<file path="config.mk">
export PLATFORM = sky130hd
export DESIGN_NAME = pio_dual_port
export DESIGN_NICKNAME = d
export VERILOG_FILES = /design/src/rtl/pio_pkg.sv /design/src/rtl/pio_sync.sv /design/src/rtl/pio_port.sv /design/src/rtl/pio_strobe.sv /design/src/rtl/pio_dual_port.sv
export SDC_FILE = /design/constraint.sdc
export NUM_CORES = 1
export LEC_CHECK = 0
export BUFFER_PORTS_ARGS = -buffer_cell sky130_fd_sc_hd__buf_4
export CELL_PAD_IN_SITES_DETAIL_PLACEMENT = 1
export CELL_PAD_IN_SITES_GLOBAL_PLACEMENT = 1
export CORE_MARGIN = 2
export CORE_UTILIZATION = 40
export DETAILED_ROUTE_END_ITERATION = 8
export GPL_TIMING_DRIVEN = 1
export PLACE_DENSITY = 0.75
export RECOVER_POWER = 50
export SLEW_MARGIN = 30
export SYNTH_ARGS = -nofsm -noshare
export SYNTH_HDL_FRONTEND = slang
export SYNTH_HIERARCHICAL = 1
export SYNTH_SLANG_ARGS = --single-unit
</file>
<file path="constraint.sdc">
create_clock -name clk_i -period 0.9 [get_ports clk_i]
set_input_delay 0.18 -clock clk_i [delete_from_list [all_inputs] [get_ports clk_i]]
set_output_delay 0.18 -clock clk_i [all_outputs]
set_load 0.05 [all_outputs]
</file>
<file path="src/rtl/pio_pkg.sv">
package pio_pkg;
  typedef enum logic [1:0] {
    SEL_A_DAT = 2'd0,
    SEL_B_DAT = 2'd1,
    SEL_A_DIR = 2'd2,
    SEL_B_DIR = 2'd3
  } pio_sel_e;
endpackage

</file>
<file path="src/rtl/pio_sync.sv">
module pio_sync #(
  parameter int W = 8
) (
  input  logic         clk_i,
  input  logic         rst_ni,
  input  logic [W-1:0] d_i,
  output logic [W-1:0] q_o
);
  logic [W-1:0] s0_q, s1_q;
  always_ff @(posedge clk_i or negedge rst_ni) begin
    if (!rst_ni) begin
      s0_q <= '0;
      s1_q <= '0;
    end else begin
      s0_q <= d_i;
      s1_q <= s0_q;
    end
  end
  assign q_o = s1_q;
endmodule

</file>
<file path="src/rtl/pio_port.sv">
module pio_port #(
  parameter int W = 8
) (
  input  logic         clk_i,
  input  logic         rst_ni,
  input  logic         we_dat_i,
  input  logic         we_dir_i,
  input  logic [W-1:0] wdata_i,
  input  logic [W-1:0] pin_i,
  input  logic [1:0]   ovr_i,
  input  logic [1:0]   tmr_i,
  output logic [W-1:0] dir_o,
  output logic [W-1:0] pin_o,
  output logic [W-1:0] oe_o,
  output logic [W-1:0] lvl_o
);
  localparam int OVR_LSB = W - 2;

  logic [W-1:0] dat_q, dir_q, dat_sh, dir_sh;

  always_ff @(posedge clk_i or negedge rst_ni) begin
    if (!rst_ni) begin
      dat_q <= '0;
      dir_q <= '0;
    end else begin
      if (we_dat_i) dat_q <= wdata_i;
      if (we_dir_i) dir_q <= wdata_i;
    end
  end

  // second stage: pins see register values only after the write edge
  always_ff @(posedge clk_i or negedge rst_ni) begin
    if (!rst_ni) begin
      dat_sh <= '0;
      dir_sh <= '0;
    end else begin
      dat_sh <= dat_q;
      dir_sh <= dir_q;
    end
  end

  pio_sync #(.W(W)) sync_i (
    .clk_i (clk_i),
    .rst_ni(rst_ni),
    .d_i   (pin_i),
    .q_o   (pin_o)
  );

  for (genvar b = 0; b < W; b++) begin : g_bit
    if (b >= OVR_LSB) begin : g_ovr
      assign oe_o[b]  = dir_sh[b] | ovr_i[b-OVR_LSB];
      assign lvl_o[b] = ovr_i[b-OVR_LSB] ? tmr_i[b-OVR_LSB] : dat_sh[b];
    end else begin : g_plain
      assign oe_o[b]  = dir_sh[b];
      assign lvl_o[b] = dat_sh[b];
    end
  end

  assign dir_o = dir_q;

  a_r3_dir_delayed: assert property (@(posedge clk_i) disable iff (!rst_ni)
    1'b1 |=> (oe_o[OVR_LSB-1:0] == $past(dir_q[OVR_LSB-1:0])));
  a_r3_dat_delayed: assert property (@(posedge clk_i) disable iff (!rst_ni)
    1'b1 |=> (lvl_o[OVR_LSB-1:0] == $past(dat_q[OVR_LSB-1:0])));
endmodule

</file>
<file path="src/rtl/pio_strobe.sv">
module pio_strobe (
  input  logic clk_i,
  input  logic rst_ni,
  input  logic acc_i,
  output logic hs_no
);
  logic acc_q, s1_q, low_q;
  logic start;

  assign start = acc_i & ~acc_q;

  always_ff @(posedge clk_i or negedge rst_ni) begin
    if (!rst_ni) begin
      acc_q <= 1'b0;
      s1_q  <= 1'b0;
      low_q <= 1'b0;
    end else begin
      acc_q <= acc_i;
      s1_q  <= start;
      low_q <= s1_q;
    end
  end

  assign hs_no = ~low_q;

  a_r8_one_wide: assert property (@(posedge clk_i) disable iff (!rst_ni)
    $fell(hs_no) |=> hs_no);
  a_r8_two_late: assert property (@(posedge clk_i) disable iff (!rst_ni)
    s1_q |=> !hs_no);
  a_r9_held_once: assert property (@(posedge clk_i) disable iff (!rst_ni)
    (acc_q && acc_i) |=> !s1_q);
endmodule

</file>
<file path="src/rtl/pio_dual_port.sv">
module pio_dual_port
  import pio_pkg::*;
#(
  parameter int W = 8
) (
  input  logic         clk_i,
  input  logic         rst_ni,
  input  logic [1:0]   sel_i,
  input  logic         rd_i,
  input  logic         wr_i,
  input  logic [W-1:0] wdata_i,
  input  logic [W-1:0] pa_in_i,
  input  logic [W-1:0] pb_in_i,
  input  logic         tmr_a_i,
  input  logic         tmr_b_i,
  input  logic         ovr_a_i,
  input  logic         ovr_b_i,
  output logic [W-1:0] rdata_o,
  output logic [W-1:0] pa_oe_o,
  output logic [W-1:0] pa_do_o,
  output logic [W-1:0] pb_pull_o,
  output logic         hs_no
);
  pio_sel_e sel;
  logic [W-1:0] a_dir, a_pin, a_oe, a_lvl;
  logic [W-1:0] b_dir, b_pin, b_oe, b_lvl;
  logic b_acc;

  assign sel   = pio_sel_e'(sel_i);
  assign b_acc = (rd_i | wr_i) & (sel == SEL_B_DAT);

  pio_port #(.W(W)) port_a_i (
    .clk_i   (clk_i),
    .rst_ni  (rst_ni),
    .we_dat_i(wr_i & (sel == SEL_A_DAT)),
    .we_dir_i(wr_i & (sel == SEL_A_DIR)),
    .wdata_i (wdata_i),
    .pin_i   (pa_in_i),
    .ovr_i   (2'b00),
    .tmr_i   (2'b00),
    .dir_o   (a_dir),
    .pin_o   (a_pin),
    .oe_o    (a_oe),
    .lvl_o   (a_lvl)
  );

  pio_port #(.W(W)) port_b_i (
    .clk_i   (clk_i),
    .rst_ni  (rst_ni),
    .we_dat_i(wr_i & (sel == SEL_B_DAT)),
    .we_dir_i(wr_i & (sel == SEL_B_DIR)),
    .wdata_i (wdata_i),
    .pin_i   (pb_in_i),
    .ovr_i   ({ovr_b_i, ovr_a_i}),
    .tmr_i   ({tmr_b_i, tmr_a_i}),
    .dir_o   (b_dir),
    .pin_o   (b_pin),
    .oe_o    (b_oe),
    .lvl_o   (b_lvl)
  );

  pio_strobe strobe_i (
    .clk_i (clk_i),
    .rst_ni(rst_ni),
    .acc_i (b_acc),
    .hs_no (hs_no)
  );

  assign pa_oe_o   = a_oe;
  assign pa_do_o   = a_lvl;
  assign pb_pull_o = b_oe & ~b_lvl;

  always_comb begin
    rdata_o = '0;
    if (rd_i) begin
      unique case (sel)
        SEL_A_DAT: rdata_o = a_pin;
        SEL_B_DAT: rdata_o = b_pin;
        SEL_A_DIR: rdata_o = a_dir;
        SEL_B_DIR: rdata_o = b_dir;
      endcase
    end
  end

  a_r6_tmr_b: assert property (@(posedge clk_i) disable iff (!rst_ni)
    ovr_b_i |-> (pb_pull_o[W-1] == !tmr_b_i));
  a_r7_tmr_a: assert property (@(posedge clk_i) disable iff (!rst_ni)
    ovr_a_i |-> (pb_pull_o[W-2] == !tmr_a_i));
  a_r10_idle_zero: assert property (@(posedge clk_i) disable iff (!rst_ni)
    !rd_i |-> (rdata_o == '0));
endmodule

</file>
Word level (Yosys, flattened, before mapping)
Index checks and enable logic that the tools add are counted.
{"block": "totals", "regBits": 99, "in_bits": 34, "out_inout_bits": 33, "word_cells": 36}
{"block": "classes", "eq_ne": 3, "n_mux": 4, "bitwise": 13, "n_reduce_logical": 1}
{"cell": "8-bit one-hot mux with 4 select lines", "count": 1}
{"cell": "8-bit bitwise AND", "count": 1}
{"cell": "8-bit two-way mux", "count": 1}
{"cell": "8-bit inverter", "count": 1}
{"cell": "1-bit bitwise AND", "count": 6}
{"cell": "2-bit equality test, second input constant", "count": 2}
{"cell": "1-bit bitwise OR", "count": 3}
{"cell": "2-bit by 1-bit equality test with 1-bit output, second input constant", "count": 1}
{"cell": "2-bit zero test", "count": 1}
{"cell": "1-bit two-way mux", "count": 2}
{"cell": "1-bit inverter", "count": 2}

Longest topological paths before layout
{"block": "logic_depth", "depth_word": 3, "mapped_depth": 4}

By module
The synthesis kept the hierarchy.
{"module": "pio_port", "instances": 2, "cells_each": 66, "area_each_um2": 1188.6, "seq_area_each_um2": 800.8}
{"module": "pio_sync", "instances": 2, "cells_each": 16, "area_each_um2": 400.4, "seq_area_each_um2": 400.4}
{"module": "pio_dual_port", "instances": 1, "cells_each": 45, "area_each_um2": 339.1, "seq_area_each_um2": 0.0}
{"module": "pio_strobe", "instances": 1, "cells_each": 5, "area_each_um2": 92.6, "seq_area_each_um2": 75.1}

Worst setup path after synthesis
No wires, ideal clock.
{"block": "synth_timing", "path_type": "register to output", "from": "reg port_b_i.dat_sh[6]", "to": "out pb_pull_o[6]", "arrival_time_ps": 1284, "required_ps": 720, "slack_ps": -564, "stages_incl_launch_ff": 3, "n_path_buf": 0, "cell_sequence": "dfrtp_1 mux2_2 nor2b_1"}
{"block": "synth_between", "elab_chain_len": 3}
{"element": "start, declared", "line_no": "pio_port.sv:19", "rtl": "logic [W-1:0] dat_q, dir_q, dat_sh, dir_sh;"}
{"element": "start signal, assigned", "line_no": "pio_port.sv:37", "rtl": "dat_sh <= dat_q;"}
{"element": "1-bit two-way mux", "line_no": "pio_port.sv:52", "rtl": "assign lvl_o[b] = ovr_i[b-OVR_LSB] ? tmr_i[b-OVR_LSB] : dat_sh[b];"}
{"element": "named net b_lvl[6]", "line_no": "pio_dual_port.sv:26", "rtl": "logic [W-1:0] b_dir, b_pin, b_oe, b_lvl;"}
{"element": "8-bit inverter", "line_no": "pio_dual_port.sv:71", "rtl": "assign pb_pull_o = b_oe & ~b_lvl;"}
{"element": "8-bit bitwise AND", "line_no": "pio_dual_port.sv:71"}
{"element": "end, declared", "line_no": "pio_dual_port.sv:21", "rtl": "output logic [W-1:0] pb_pull_o,"}
The timed path passes the listed nets, and every way through them passes these cells.

Worst setup path after layout
Same ends and word-level chain as after synthesis.

==> results.md <==
- Port buffer count: 66
- Average size of a mapped cell: roughly 17 um2
- Layout area overhead: 43.7%
- Max-slew violations: 0
- Fin crit period: about 1.5 ns
- Final net count: about 350
- Initial antenna violation count: 0
- Vias in the first global route: 2154
- Largest net degree at the start of global routing: 41
- H-tree levels: 3
- CP Class: flop to output port
- Length in cells of the worst reg-to-reg path: 2
- Status: finished with violations
- CTS root buf: clkbuf_8
- FF/Latch Area: roughly 2500 um2
- Drt pass-1 iters: 4
- Crit path DAT: 1.32 ns
- Placement Rows: 34
- First-pass GRT wire length: between 10000 and 15000 um
- Worst-Skew Late Latency: about 0.35 ns
- Vertical die dimension: between 90 and 100 um
- Clk slew on worst S/H paths: about 0.090 ns
- Type of the most critical hold path: input port to flop
- Setup violations, final: between 60 and 70
- Synth top cells by count: 99 x dfrtp_1, 32 x mux2_4, 25 x buf_4
- Pre-CTS WS: -0.500 ns
- Simple-gate share of the synthesized area: 3.88%
- Worst Hold Launch: wdata_i[4]
- VDD IR max: between 0.8 and 0.9 mV
- Die area: slightly below 10000 um2
- Sequential element share of the synthesized area: 68.6%
- Cell variety after synth: 19
- R2r setup slk: -0.16 ns
- Mapped Area: between 3000 and 4000 um2
- Die width: about 99 um
- Fraction of layout instances using a drive strength above 1: 58.5%
- Synth async-reset ratio: 100%
- Post-synthesis register bit count: 99
- Compound-Gate Fraction of Synth Area: around 1.4%
- # fillers: 781
- CTS Buffer Depth: 2
- Hold Crit Depth: 2
- Synth area leaders: dfrtp_1 69%, mux2_4 13%, buf_4 5.2%
- Ant. Diodes: 0
- Top-count cell post-synth: dfrtp_1
- Failing checks: negative setup slack
- Synth Area in Adders: 0%
- Post-route ant nets: 0
- Starting Density: about two fifths
- Critical path data required time: between 0.7 and 0.8 ns
- Core ar.: 8720 um2
- R2R Path End: port_b_i/dir_o[7]
- CTS Sinks: 99
- DP HPWL: ~4800 um
- Synth area leader: dfrtp_1
- DR DRC count: 0
- Critical Path End Type: output port
- Post-synth EDFFs: 0
- Total wire length: between 7000 and 8000 um
- Cts bufs inserted: 9
- Pwr/cell area: about 2200 nW/um2
- Leak: 0.00239 uW
- MaxCap Viol Count: 0
- I/O pin cnt: 67
- CTS tree: done
- GRT Total Usage: ~16%
- Area of the multi-input gates: 1190 um2
- Total power: 11300 uW
- Mux cell area share after synthesis: between 10% and 20%
- DRT iter0 DRCs: between 50 and 60
- Maximum clock rate: approximately 670 MHz
- Ys Warns: 6
- RSZ-0062 raised after global routing: yes
- Crit Path Max Fanout: 1
- WHS Endpoint: port_a_i/dat_q[4]
- Ys flop type: dfrtp_1
- Largest family of logic cells by synthesized area: multiplexers
- DR vias/cell: about 4.6
- Cell count after synthesis: ~210
- Worst r2r src: port_b_i/dir_o[7]
- Drt wl/cell: 17.4 um
- Via Count: 1985
- Worst setup SP type: flop
- Top cell type's share of synthesized area: 68.6%
- Tcrit/Tclk final: 166%
- GR Overflow Total: 0
- GPL Wtd Cong: between 0.7 and 0.8
- Synth Area in XOR/XNOR: 0%
- Worst setup margin: -0.596 ns
- Fin. Hold Viols: 0
- Clock skew: about 0.012 ns
==> layout by cell type (no fill, tap or decap), types with 6 or more instances in the layout <==
cell           count
mux2_4            35
mux2i_2           10
o22ai_4            8
clkbuf_4          16
nor2b_4            9
conb_1             6
dfrtp_1           99
dlygate4sd3_1     17
buf_6             48
clkbuf_8          11
buf_4             24
==> report_power, final <==
group          total, uW  internal [uW]  switching (uW)
Clock               2590           1150            1440
Sequential          5470           5070             406
Combinational       3280           1690            1590
==> area by class of cell <==
type                       instances  share of cell area (%)
sequential                        99                    47.8
timing repair buffer             119                    23.1
clock buffer                      12                    2.99
tap                              108                    2.60
clock inverter                     4                   0.482
inverter                           1                  0.0724
multi-input combinational         88                    23.0
==> cell families (layout without fill, tap and decap cells) <==
group / count (synthesis) / after routing
other cells: 1 / 6
flops: 99 / 99
compound gates: 8 / 8
simple gates: 22 / 22
buf+inv: 32 / 136
mux: 52 / 52
==> metrics by stage <==
| step | setup TNS, ns | util (%) | instances | instance area [um2] | hold slack [ns] |
|---|---|---|---|---|---|
| after global placement | -16.40 | 51.2 | 386 | 4460 | 0.0491 |
| final | -15.54 | 59.5 | 431 | 5190 | 0.0904 |
| after CTS | -11.94 | 58.1 | 422 | 5060 | 0.0705 |
| after floorplan | -4.69 | - | 219 | 3890 | -0.116 |
| after detailed placement | -17.47 | 51.2 | 386 | 4460 | 0.0550 |
| after global routing | -18.85 | 59.5 | 431 | 5190 | 0.0788 |
==> layer usage <==
| layer | GRT usage, % | part of all wire (%) | up-vias |
|---|---|---|---|
| li1 | - | - | 888 |
| met5 | 0 | 0 | - |
| met1 | 21.0 | 42 | 1035 |
| met2 | 26.2 | 53 | 53 |
| met3 | 2.91 | 3.4 | 9 |
| met4 | 7.27 | 1.9 | 0 |
==> worst max-delay path by stage <==
stage	startpoint	to	slack [ns]	depth (start not counted)
after floorplan	port_b_i/dat_sh[6]	pb_pull_o[6]	-0.18	2
after global placement	sel_i[0]	port_a_i/dat_q[6]	-0.47	4
after detailed placement	sel_i[0]	rdata_o[3]	-0.50	4
after CTS	port_b_i/dat_sh[6]	pb_pull_o[6]	-0.61	3
after global routing	port_b_i/dat_sh[6]	pb_pull_o[6]	-0.64	3
final	port_b_i/dat_sh[6]	pb_pull_o[6]	-0.60	3
==> worst max-delay path, stage by stage, from the launching register on <==
cell and delay (ns):
dfrtp_1 0.39, mux2_4 0.29, nor2b_4 0.13, buf_8 0.15
==> what timing repair did <==
item | 4_1_cts | 5_1_grt
hold buffers | 17 | 0
setup endpoints to repair | 63 | 49
pin swaps | 8 | 2
setup buffers | 7 | 13
endpoints found under the hold margin | 115 | 0
gates resized for setup | 60 | 26
(Power assumes the default switching activity.)
